### src/rtl/dword_seq_pkg.sv
package dword_seq_pkg;
    typedef enum logic [1:0] {
        ST_IDLE   = 2'd0,
        ST_BEAT   = 2'd1,
        ST_FAULT  = 2'd2,
        ST_RETIRE = 2'd3
    } seq_state_t;

    localparam logic [5:0] OPC_STORE_DW = 6'h3F;
    localparam logic [5:0] OPC_LOAD_DW  = 6'h37;

    typedef struct packed {
        logic        is_store;
        logic        is_load;
        logic [4:0]  base_idx;
        logic [4:0]  data_idx;
        logic [15:0] offset;
    } dw_fields_t;
endpackage

### src/rtl/dword_decode.sv
module dword_decode
    import dword_seq_pkg::*;
#(
    parameter int XLEN       = 32,
    parameter int ALIGN_BITS = 3
) (
    input  logic [31:0]     instr,
    input  logic [XLEN-1:0] base_val,
    output dw_fields_t      fields,
    output logic [XLEN-1:0] eff_addr,
    output logic            misaligned
);
    logic [XLEN-1:0] offset_ext;

    always_comb begin
        fields.is_store = (instr[31:26] == OPC_STORE_DW);
        fields.is_load  = (instr[31:26] == OPC_LOAD_DW);
        fields.base_idx = instr[25:21];
        fields.data_idx = instr[20:16];
        fields.offset   = instr[15:0];
        offset_ext      = {{(XLEN-16){instr[15]}}, instr[15:0]};
        eff_addr        = base_val + offset_ext;
        misaligned      = |eff_addr[ALIGN_BITS-1:0];
    end
endmodule

### src/rtl/dword_fsm.sv
module dword_fsm
    import dword_seq_pkg::*;
#(
    parameter int NBEATS = 2,
    localparam int CNT_W = (NBEATS > 1) ? $clog2(NBEATS) : 1
) (
    input  logic             clk,
    input  logic             rst_n,
    input  logic             start,
    input  logic             start_bad,
    input  logic             beat_ack,
    output seq_state_t       state,
    output logic [CNT_W-1:0] beat_idx
);
    localparam logic [CNT_W-1:0] LAST_BEAT = CNT_W'(NBEATS - 1);

    seq_state_t       state_nx;
    logic [CNT_W-1:0] cnt_nx;

    always_ff @(posedge clk or negedge rst_n) begin
        if (!rst_n) begin
            state    <= ST_IDLE;
            beat_idx <= '0;
        end else begin
            state    <= state_nx;
            beat_idx <= cnt_nx;
        end
    end

    always_comb begin
        state_nx = state;
        cnt_nx   = beat_idx;
        unique case (state)
            ST_IDLE: begin
                cnt_nx = '0;
                if (start) begin
                    state_nx = start_bad ? ST_FAULT : ST_BEAT;
                end
            end
            ST_BEAT: begin
                if (beat_ack) begin
                    if (beat_idx == LAST_BEAT) begin
                        state_nx = ST_RETIRE;
                        cnt_nx   = '0;
                    end else begin
                        cnt_nx = beat_idx + 1'b1;
                    end
                end
            end
            ST_FAULT: begin
                state_nx = ST_IDLE;
                cnt_nx   = '0;
            end
            ST_RETIRE: begin
                state_nx = ST_IDLE;
                cnt_nx   = '0;
            end
            default: begin
                state_nx = ST_IDLE;
                cnt_nx   = '0;
            end
        endcase
    end
endmodule

### src/rtl/dword_datapath.sv
module dword_datapath #(
    parameter int XLEN   = 32,
    parameter int NBEATS = 2,
    localparam int CNT_W = (NBEATS > 1) ? $clog2(NBEATS) : 1,
    localparam int OFF_SH = $clog2(XLEN / 8)
) (
    input  logic             clk,
    input  logic             rst_n,
    input  logic             capture,
    input  logic [XLEN-1:0]  eff_addr,
    input  logic [4:0]       data_idx,
    input  logic [XLEN-1:0]  store_word,
    input  logic             is_load,
    input  logic             lo_ack,
    input  logic [XLEN-1:0]  rd_word,
    input  logic [CNT_W-1:0] beat_idx,
    output logic [XLEN-1:0]  ea_q,
    output logic [4:0]       rt_q,
    output logic             load_q,
    output logic [XLEN-1:0]  lo_word_q,
    output logic [XLEN-1:0]  beat_addr,
    output logic [XLEN-1:0]  beat_wdata
);
    logic [XLEN-1:0] st_lo_q;

    always_ff @(posedge clk or negedge rst_n) begin
        if (!rst_n) begin
            ea_q      <= '0;
            rt_q      <= '0;
            load_q    <= 1'b0;
            st_lo_q   <= '0;
            lo_word_q <= '0;
        end else begin
            if (capture) begin
                ea_q    <= eff_addr;
                rt_q    <= data_idx;
                load_q  <= is_load;
                st_lo_q <= store_word;
            end
            if (lo_ack && load_q) begin
                lo_word_q <= rd_word;
            end
        end
    end

    always_comb begin
        beat_addr  = ea_q + (XLEN'(beat_idx) << OFF_SH);
        beat_wdata = (beat_idx == '0) ? st_lo_q : '0;
    end
endmodule

### src/rtl/dword_seq.sv
module dword_seq
    import dword_seq_pkg::*;
#(
    parameter int XLEN   = 32,
    parameter int NBEATS = 2,
    localparam int CNT_W = (NBEATS > 1) ? $clog2(NBEATS) : 1,
    localparam int ALIGN_BITS = $clog2(NBEATS * (XLEN / 8))
) (
    input  logic            clk,
    input  logic            rst_n,
    input  logic            issue_valid,
    input  logic [31:0]     instr,
    input  logic [XLEN-1:0] rs_data,
    input  logic [XLEN-1:0] rt_data,
    output logic [4:0]      rs_sel,
    output logic [4:0]      rt_sel,
    output logic            hold,
    output logic            mem_req,
    output logic            mem_we,
    output logic [XLEN-1:0] mem_addr,
    output logic [XLEN-1:0] mem_wdata,
    input  logic [XLEN-1:0] mem_rdata,
    input  logic            mem_ack,
    output logic            rf_we,
    output logic [4:0]      rf_waddr,
    output logic [XLEN-1:0] rf_wdata,
    output logic            retire,
    output logic            store_fault,
    output logic            load_fault,
    output logic [XLEN-1:0] fault_addr
);
    dw_fields_t       fields;
    logic [XLEN-1:0]  eff_addr;
    logic             misaligned;
    seq_state_t       state;
    logic [CNT_W-1:0] beat_idx;
    logic             start;
    logic             beat_ack;
    logic             lo_ack;
    logic [XLEN-1:0]  ea_q;
    logic [4:0]       rt_q;
    logic             load_q;
    logic [XLEN-1:0]  lo_word_q;
    logic [XLEN-1:0]  beat_addr;
    logic [XLEN-1:0]  beat_wdata;

    dword_decode #(.XLEN(XLEN), .ALIGN_BITS(ALIGN_BITS)) u_decode (
        .instr      (instr),
        .base_val   (rs_data),
        .fields     (fields),
        .eff_addr   (eff_addr),
        .misaligned (misaligned)
    );

    assign start    = issue_valid && (state == ST_IDLE) && (fields.is_store || fields.is_load);
    assign beat_ack = (state == ST_BEAT) && mem_ack;
    assign lo_ack   = beat_ack && (beat_idx == '0);

    dword_fsm #(.NBEATS(NBEATS)) u_fsm (
        .clk       (clk),
        .rst_n     (rst_n),
        .start     (start),
        .start_bad (misaligned),
        .beat_ack  (beat_ack),
        .state     (state),
        .beat_idx  (beat_idx)
    );

    dword_datapath #(.XLEN(XLEN), .NBEATS(NBEATS)) u_dp (
        .clk        (clk),
        .rst_n      (rst_n),
        .capture    (start),
        .eff_addr   (eff_addr),
        .data_idx   (fields.data_idx),
        .store_word (rt_data),
        .is_load    (fields.is_load),
        .lo_ack     (lo_ack),
        .rd_word    (mem_rdata),
        .beat_idx   (beat_idx),
        .ea_q       (ea_q),
        .rt_q       (rt_q),
        .load_q     (load_q),
        .lo_word_q  (lo_word_q),
        .beat_addr  (beat_addr),
        .beat_wdata (beat_wdata)
    );

    always_comb begin
        rs_sel      = fields.base_idx;
        rt_sel      = fields.data_idx;
        hold        = 1'b0;
        mem_req     = 1'b0;
        mem_we      = 1'b0;
        mem_addr    = '0;
        mem_wdata   = '0;
        rf_we       = 1'b0;
        rf_waddr    = rt_q;
        rf_wdata    = lo_word_q;
        retire      = 1'b0;
        store_fault = 1'b0;
        load_fault  = 1'b0;
        fault_addr  = ea_q;
        unique case (state)
            ST_IDLE: begin
                hold = start;
            end
            ST_BEAT: begin
                hold      = 1'b1;
                mem_req   = 1'b1;
                mem_we    = !load_q;
                mem_addr  = beat_addr;
                mem_wdata = load_q ? '0 : beat_wdata;
            end
            ST_FAULT: begin
                store_fault = !load_q;
                load_fault  = load_q;
            end
            ST_RETIRE: begin
                retire = 1'b1;
                rf_we  = load_q;
            end
            default: begin
                hold = 1'b0;
            end
        endcase
    end
endmodule

### config.mk
export PLATFORM = sky130hd
export DESIGN_NAME = dword_seq
export DESIGN_NICKNAME = d
export VERILOG_FILES = /design/src/rtl/dword_seq_pkg.sv /design/src/rtl/dword_decode.sv /design/src/rtl/dword_fsm.sv /design/src/rtl/dword_datapath.sv /design/src/rtl/dword_seq.sv
export SDC_FILE = /design/constraint.sdc
export NUM_CORES = 1
export LEC_CHECK = 0
export ABC_AREA = 0
export CORE_UTILIZATION = 39
export DETAILED_ROUTE_END_ITERATION = 8
export PLACE_DENSITY_LB_ADDON = 0.3
export SLEW_MARGIN = 20
export SYNTH_ARGS = -nofsm -noshare
export SYNTH_HDL_FRONTEND = slang
export SYNTH_SLANG_ARGS = --single-unit
### constraint.sdc
create_clock -name clk -period 2.53 [get_ports clk]
set_clock_uncertainty 0.2 [all_clocks]
set_input_delay 0.506 -clock clk [delete_from_list [all_inputs] [get_ports clk]]
set_output_delay 0.506 -clock clk [all_outputs]
set_load 0.1 [all_outputs]
# Word level (Yosys, flattened, before mapping)
# Index checks and enable logic that the tools add are counted.
totals:
  output_inout_bits: 150
  elab_cells: 50
  input_bits: 132
  regBits: 105
classes:
  mux: 19
  bitwise_logic: 1
  n_reduce_logical: 12
  eq_ne: 8
  addsub: 3
op_table:
  columns: ["operator", "count"]
  rows:
  - ["$mux 32", 4]
  - ["$add 32x3->32", 1]
  - ["$add 32x32->32", 1]
  - ["$eq 6x6->1 const B", 2]
  - ["$mux 1", 8]
  - ["$mux 2", 4]
  - ["$pmux 2 s3", 1]
  - ["$reduce_or 3->1", 2]
  - ["$logic_and 1x1->1", 5]
  - ["$eq 2x2->1 const B", 2]
  - ["$ne 2x2->1 const B", 2]
  - ["$pmux 1 s2", 2]
  - ["$reduce_and 3->1", 1]
  - ["$eq 2x1->1 const B", 1]
  - ["$logic_not 2->1", 1]
  - ["$ne 2x1->1 const B", 1]
  - ["$reduce_or 2->1", 1]
  - ["$add 1x1->1 const B", 1]
  - ["$logic_not 1->1", 1]
  - ["$logic_or 1x1->1", 1]
  - ["$not 1->1", 1]

# Depth between registers and ports, before layout
depth:
  ltp_word: 5
  mapped_depth: 11
  depth_no_buf: 11

# By module
# A second synthesis with hierarchy kept.
unflattened:
  hier_cells: 699
  area_unflattened_um2: 7214.4
modules_own_cells:
  columns: ["mod", "area_per_inst_um2", "seq_area_each_um2", "cells_each", "n_inst"]
  rows:
  - ["dword_datapath", 4588.2, 2552.4, 334, 1]
  - ["dword_decode", 1940.6, 0.0, 272, 1]
  - ["dword_seq", 559.3, 0.0, 82, 1]
  - ["dword_fsm", 126.4, 75.1, 11, 1]

# Worst setup path after synthesis
# No wires, ideal clock.
synth_path:
  kind: "reg-to-output"
  from: "register u_dp.ea_q[16]"
  to: "output port mem_addr[28]"
  n_path_buf: 0
  arrival_ps: 4035
  stages_incl_launch_ff: 8
  required_ps: 1824
  path_slack_ps: -2211
  path_cell_list: "dfrtp_1 -> and3_4 -> nand3_4 -> nor4_4 -> nand2_2 -> or3_4 -> or3_1 -> a21oi_1"
synth_via:
  elab_chain_len: 2
synth_rtl:
  columns: ["item", "line_no", "source"]
  rows:
  - ["start, declared", "dword_datapath.sv:17", "output logic [XLEN-1:0] ea_q,"]
  - ["start signal, assigned", "dword_datapath.sv:35", "ea_q <= eff_addr;"]
  - ["$add 32x3->32", "dword_datapath.sv:47", "beat_addr = ea_q + (XLEN'(beat_idx) << OFF_SH);"]
  - ["$mux 32", "dword_seq.sv:103", "unique case (state)"]
  - ["end, declared", "dword_seq.sv:20", "output logic [XLEN-1:0] mem_addr,"]
# Every way passes these cells.

# Worst setup path after layout
layout_path:
  from: "register u_dp.ea_q[15]"
  to: "output port mem_addr[28]"
# The elaborated chain is that of the path after synthesis.

==> flow_metrics.tcl <==
set metrics [dict create \
    outcome "complete, but fails checks" \
    violations "negative setup slack" \
    drt-vias-per-instance 5.30 \
    num_vias 7449 \
    die_h_um 132 \
    tritoncts "done" \
    p_int_mw 4.41 \
    slew_headroom_pct 66.1 \
    start_util_pct 39.9 \
    nets 1346 \
    drc 0 \
    clk_pin_slew_ps 80 \
    clock.fmax_mhz 305 \
    grt_antenna_before_repair 0 \
    ant_nets 0 \
    fin_crit_ps 3280 \
    dr.first_iter.drc_count 410 \
    rsz0062_at_grt "yes" \
    avgSynthCellArea_um2 8.71 \
    antenna_cells 0 \
    p_leak_nw 5.92 \
    fin_area_um2 13200 \
    hpwl_mm 18.2 \
    endpoint_kind "output port" \
    die_area_um2 17400 \
    die_w_um 132 \
    utilization_pct 79.9 \
    setup_viol 28 \
    vdd_ir_drop_max_v 0.000531 \
    fill_cells 985 \
    synth.distinct_cells 58 \
    post_drt_wl_per_cell_um 19.1 \
    synthArstFlopShare_pct 100 \
    dpl_cell_area_um2 11700 \
    drive_gt1_share_pct 53.0 \
    worstSetupStartpointType "register" \
    yosysWarnings 0 \
    cts_made_buffers 9 \
    p_sw_share_pct 50.4 \
    fp-row-count 47 \
    first_global_vias 7497 \
    insertion_delay_ps 350 \
    p_seq_share_pct 25.9 \
    synth_edf_count 0 \
    clockBufferDepth 2 \
    first_pass_iters 5 \
    cp.arrival_ps 2570 \
    clkPwrFrac_pct 16.6 \
    netlist_instances 757 \
    post-place-ws_ps -895 \
    p_switching_mw 4.47 \
    ys_seq_area_share_pct 39.8 \
    io_pins 282 \
    most-common-layout-cells "buf_4 (227), nand2_1 (165), clkdlybuf4s50_1 (82), dfrtp_1 (82), buf_12 (81)" \
    track_usage_pct 28.5 \
    port_buffers 271 \
    globalplace.congestion 0.918 \
    syn_area_um2 6600 \
    critPathMaxFanout 5 \
    core_um2 16500 \
    clkSinkCount 105 \
    grt_first_pass_wirelength_mm 39.1 \
    cap_viol_max_count 0 \
    synth_fp_nets 923 \
    areaGrowthSynthToFinish_pct 100 \
    cts-root-buf "clkbuf_16" \
    required_ps 1820 \
    worst-setup-path-type "reg -> out" \
    tightest_slew_ps 503 \
    synth_flop_cell "dfrtp_1" \
    routed_wl_mm 26.9 \
    grt_max_degree 65 \
    cts-htree-levels 3 \
    timing.final.hold_violations 0 \
    ys_ff_latch 105 \
    slew_viol_final 0 \
    setup_ws_ps -745 \
    layout_commonest_cell "buf_4" \
    hold_class "in -> reg" \
    fin_crit_sh_pct 129 \
    p_per_area_nw_per_um2 672 \
    pwr-share-comb_pct 57.5 \
    grt_overflow 0 \
]
cells in the mapped netlist (all sizes together), types with 2 or more instances:
library cell | count | area [µm²]
a211o | 2 | 17.5
a211oi | 4 | 30.0
a21o | 15 | 113
a21oi | 35 | 175
a221oi | 2 | 17.5
a31oi | 7 | 43.8
and2 | 40 | 250
and3 | 9 | 61.3
buf | 16 | 118
clkbuf | 28 | 105
dfrtp | 105 | 2630
ha | 33 | 413
inv | 13 | 48.8
mux2 | 33 | 372
mux2i | 2 | 20.0
nand2 | 176 | 663
nand2b | 5 | 31.3
nand3 | 20 | 113
nand4 | 10 | 62.6
nor2 | 44 | 165
nor3 | 11 | 55.1
nor3b | 3 | 22.5
nor4 | 3 | 33.8
o2111ai | 2 | 17.5
o211ai | 5 | 37.5
o21a | 5 | 37.5
o21ai | 45 | 229
o21bai | 5 | 37.5
o31ai | 2 | 15.0
o41ai | 3 | 33.8
or3 | 12 | 82.6
or4 | 2 | 15.0
xnor2 | 25 | 219
xor2 | 23 | 201
power by group through the flow:
stage | clock network, mW | registers [mW] | logic, mW
floorplan | 0 | 4.13 | 1.34
global placement | 0 | 2.30 | 4.61
detailed placement | 0 | 2.32 | 4.69
CTS | 1.50 | 2.29 | 4.89
global route | 1.55 | 2.34 | 5.28
finish | 1.47 | 2.30 | 5.10
path summary, 6_finish.rpt:
path / cells past startpoint / end / from / slack, ps
setup / recovery: 8 / mem_addr[28] / u_dp.ea_q[15]$_DFFE_PN0P_ / -750
hold / removal: 4 / u_dp.ea_q[0]$_DFFE_PN0P_ / rs_data[0] / 260
setup reg to reg: 6 / u_dp.ea_q[16]$_DFFE_PN0P_ / u_fsm.state[1]$_DFFE_PN0P_ / 220
hold reg to reg: 2 / u_dp.st_lo_q[24]$_DFFE_PN0P_ / u_dp.st_lo_q[24]$_DFFE_PN0P_ / 270
max in group asynchronous: 3 / u_dp.ea_q[5]$_DFFE_PN0P_ / rst_n / 1140
min in group asynchronous: 2 / u_dp.lo_word_q[5]$_DFFE_PN0P_ / rst_n / 310
metrics by stage:
step	setup TNS [ps]	power, mW	hold WS, ps	std cells
after floorplan	-9110	5.48	10.4	757
after global routing	-13610	9.18	278	1405
after CTS	-10430	8.68	249	1390
after detailed placement	-20560	7.00	136	1353
final	-10790	8.87	260	1405
after global placement	-18990	6.91	137	1353
cell type report:
type / instances / area [µm²] / share of cell area [%]
Timing Repair Buffer: 456 / 4780 / 36.2
Clock inverter: 7 / 91.3 / 0.692
Sequential cell: 105 / 2700 / 20.4
Multi-Input combinational cell: 595 / 5080 / 38.5
Inverter: 13 / 52.6 / 0.398
Clock buffer: 9 / 225 / 1.71
Tap cell: 220 / 275 / 2.09
worst max-delay path, stage by stage, from the launching register on:
cell     delay [ps]
dfrtp_4         420
and3_4          190
nand3_4          90
nor4_4          320
nand2_2          90
or3_4           390
or3_4           360
a21oi_4         170
buf_12          190
registers in the layout (all words and copies together) (netlist names):
| name | count |
|---|---|
| u_dp.st_lo_q | 32 |
| u_fsm.state | 2 |
| u_dp.lo_word_q | 32 |
| u_dp.rt_q | 5 |
| u_dp.ea_q | 32 |
| u_fsm.beat_idx | 1 |
| u_dp.load_q | 1 |
cell families after synthesis:
group	synth area share (%)
muxes	5.94
and+or+nand+nor	24.0
adders and majority gates	6.56
DFF	39.8
buffers and inverters	4.12
xor gates and xnor gates	6.37
AOI/OAI and AO/OA	13.1
routing by layer:
metal	share of wire, %	global-route usage, %
met3	5.1	4.73
met1	37	32.0
met2	55	53.8
met5	0	0
met4	2.8	10.6
what timing repair did:
action,4_1_cts,5_1_grt
cloned,0,2
endpoints found under the setup margin,48,61
hold buffers,1,0
buffers inserted,20,16
gates resized for setup,178,96
pin swaps,66,80
endpoints found under the hold margin,7,0
Note: power is estimated with default switching activity, not from simulation.
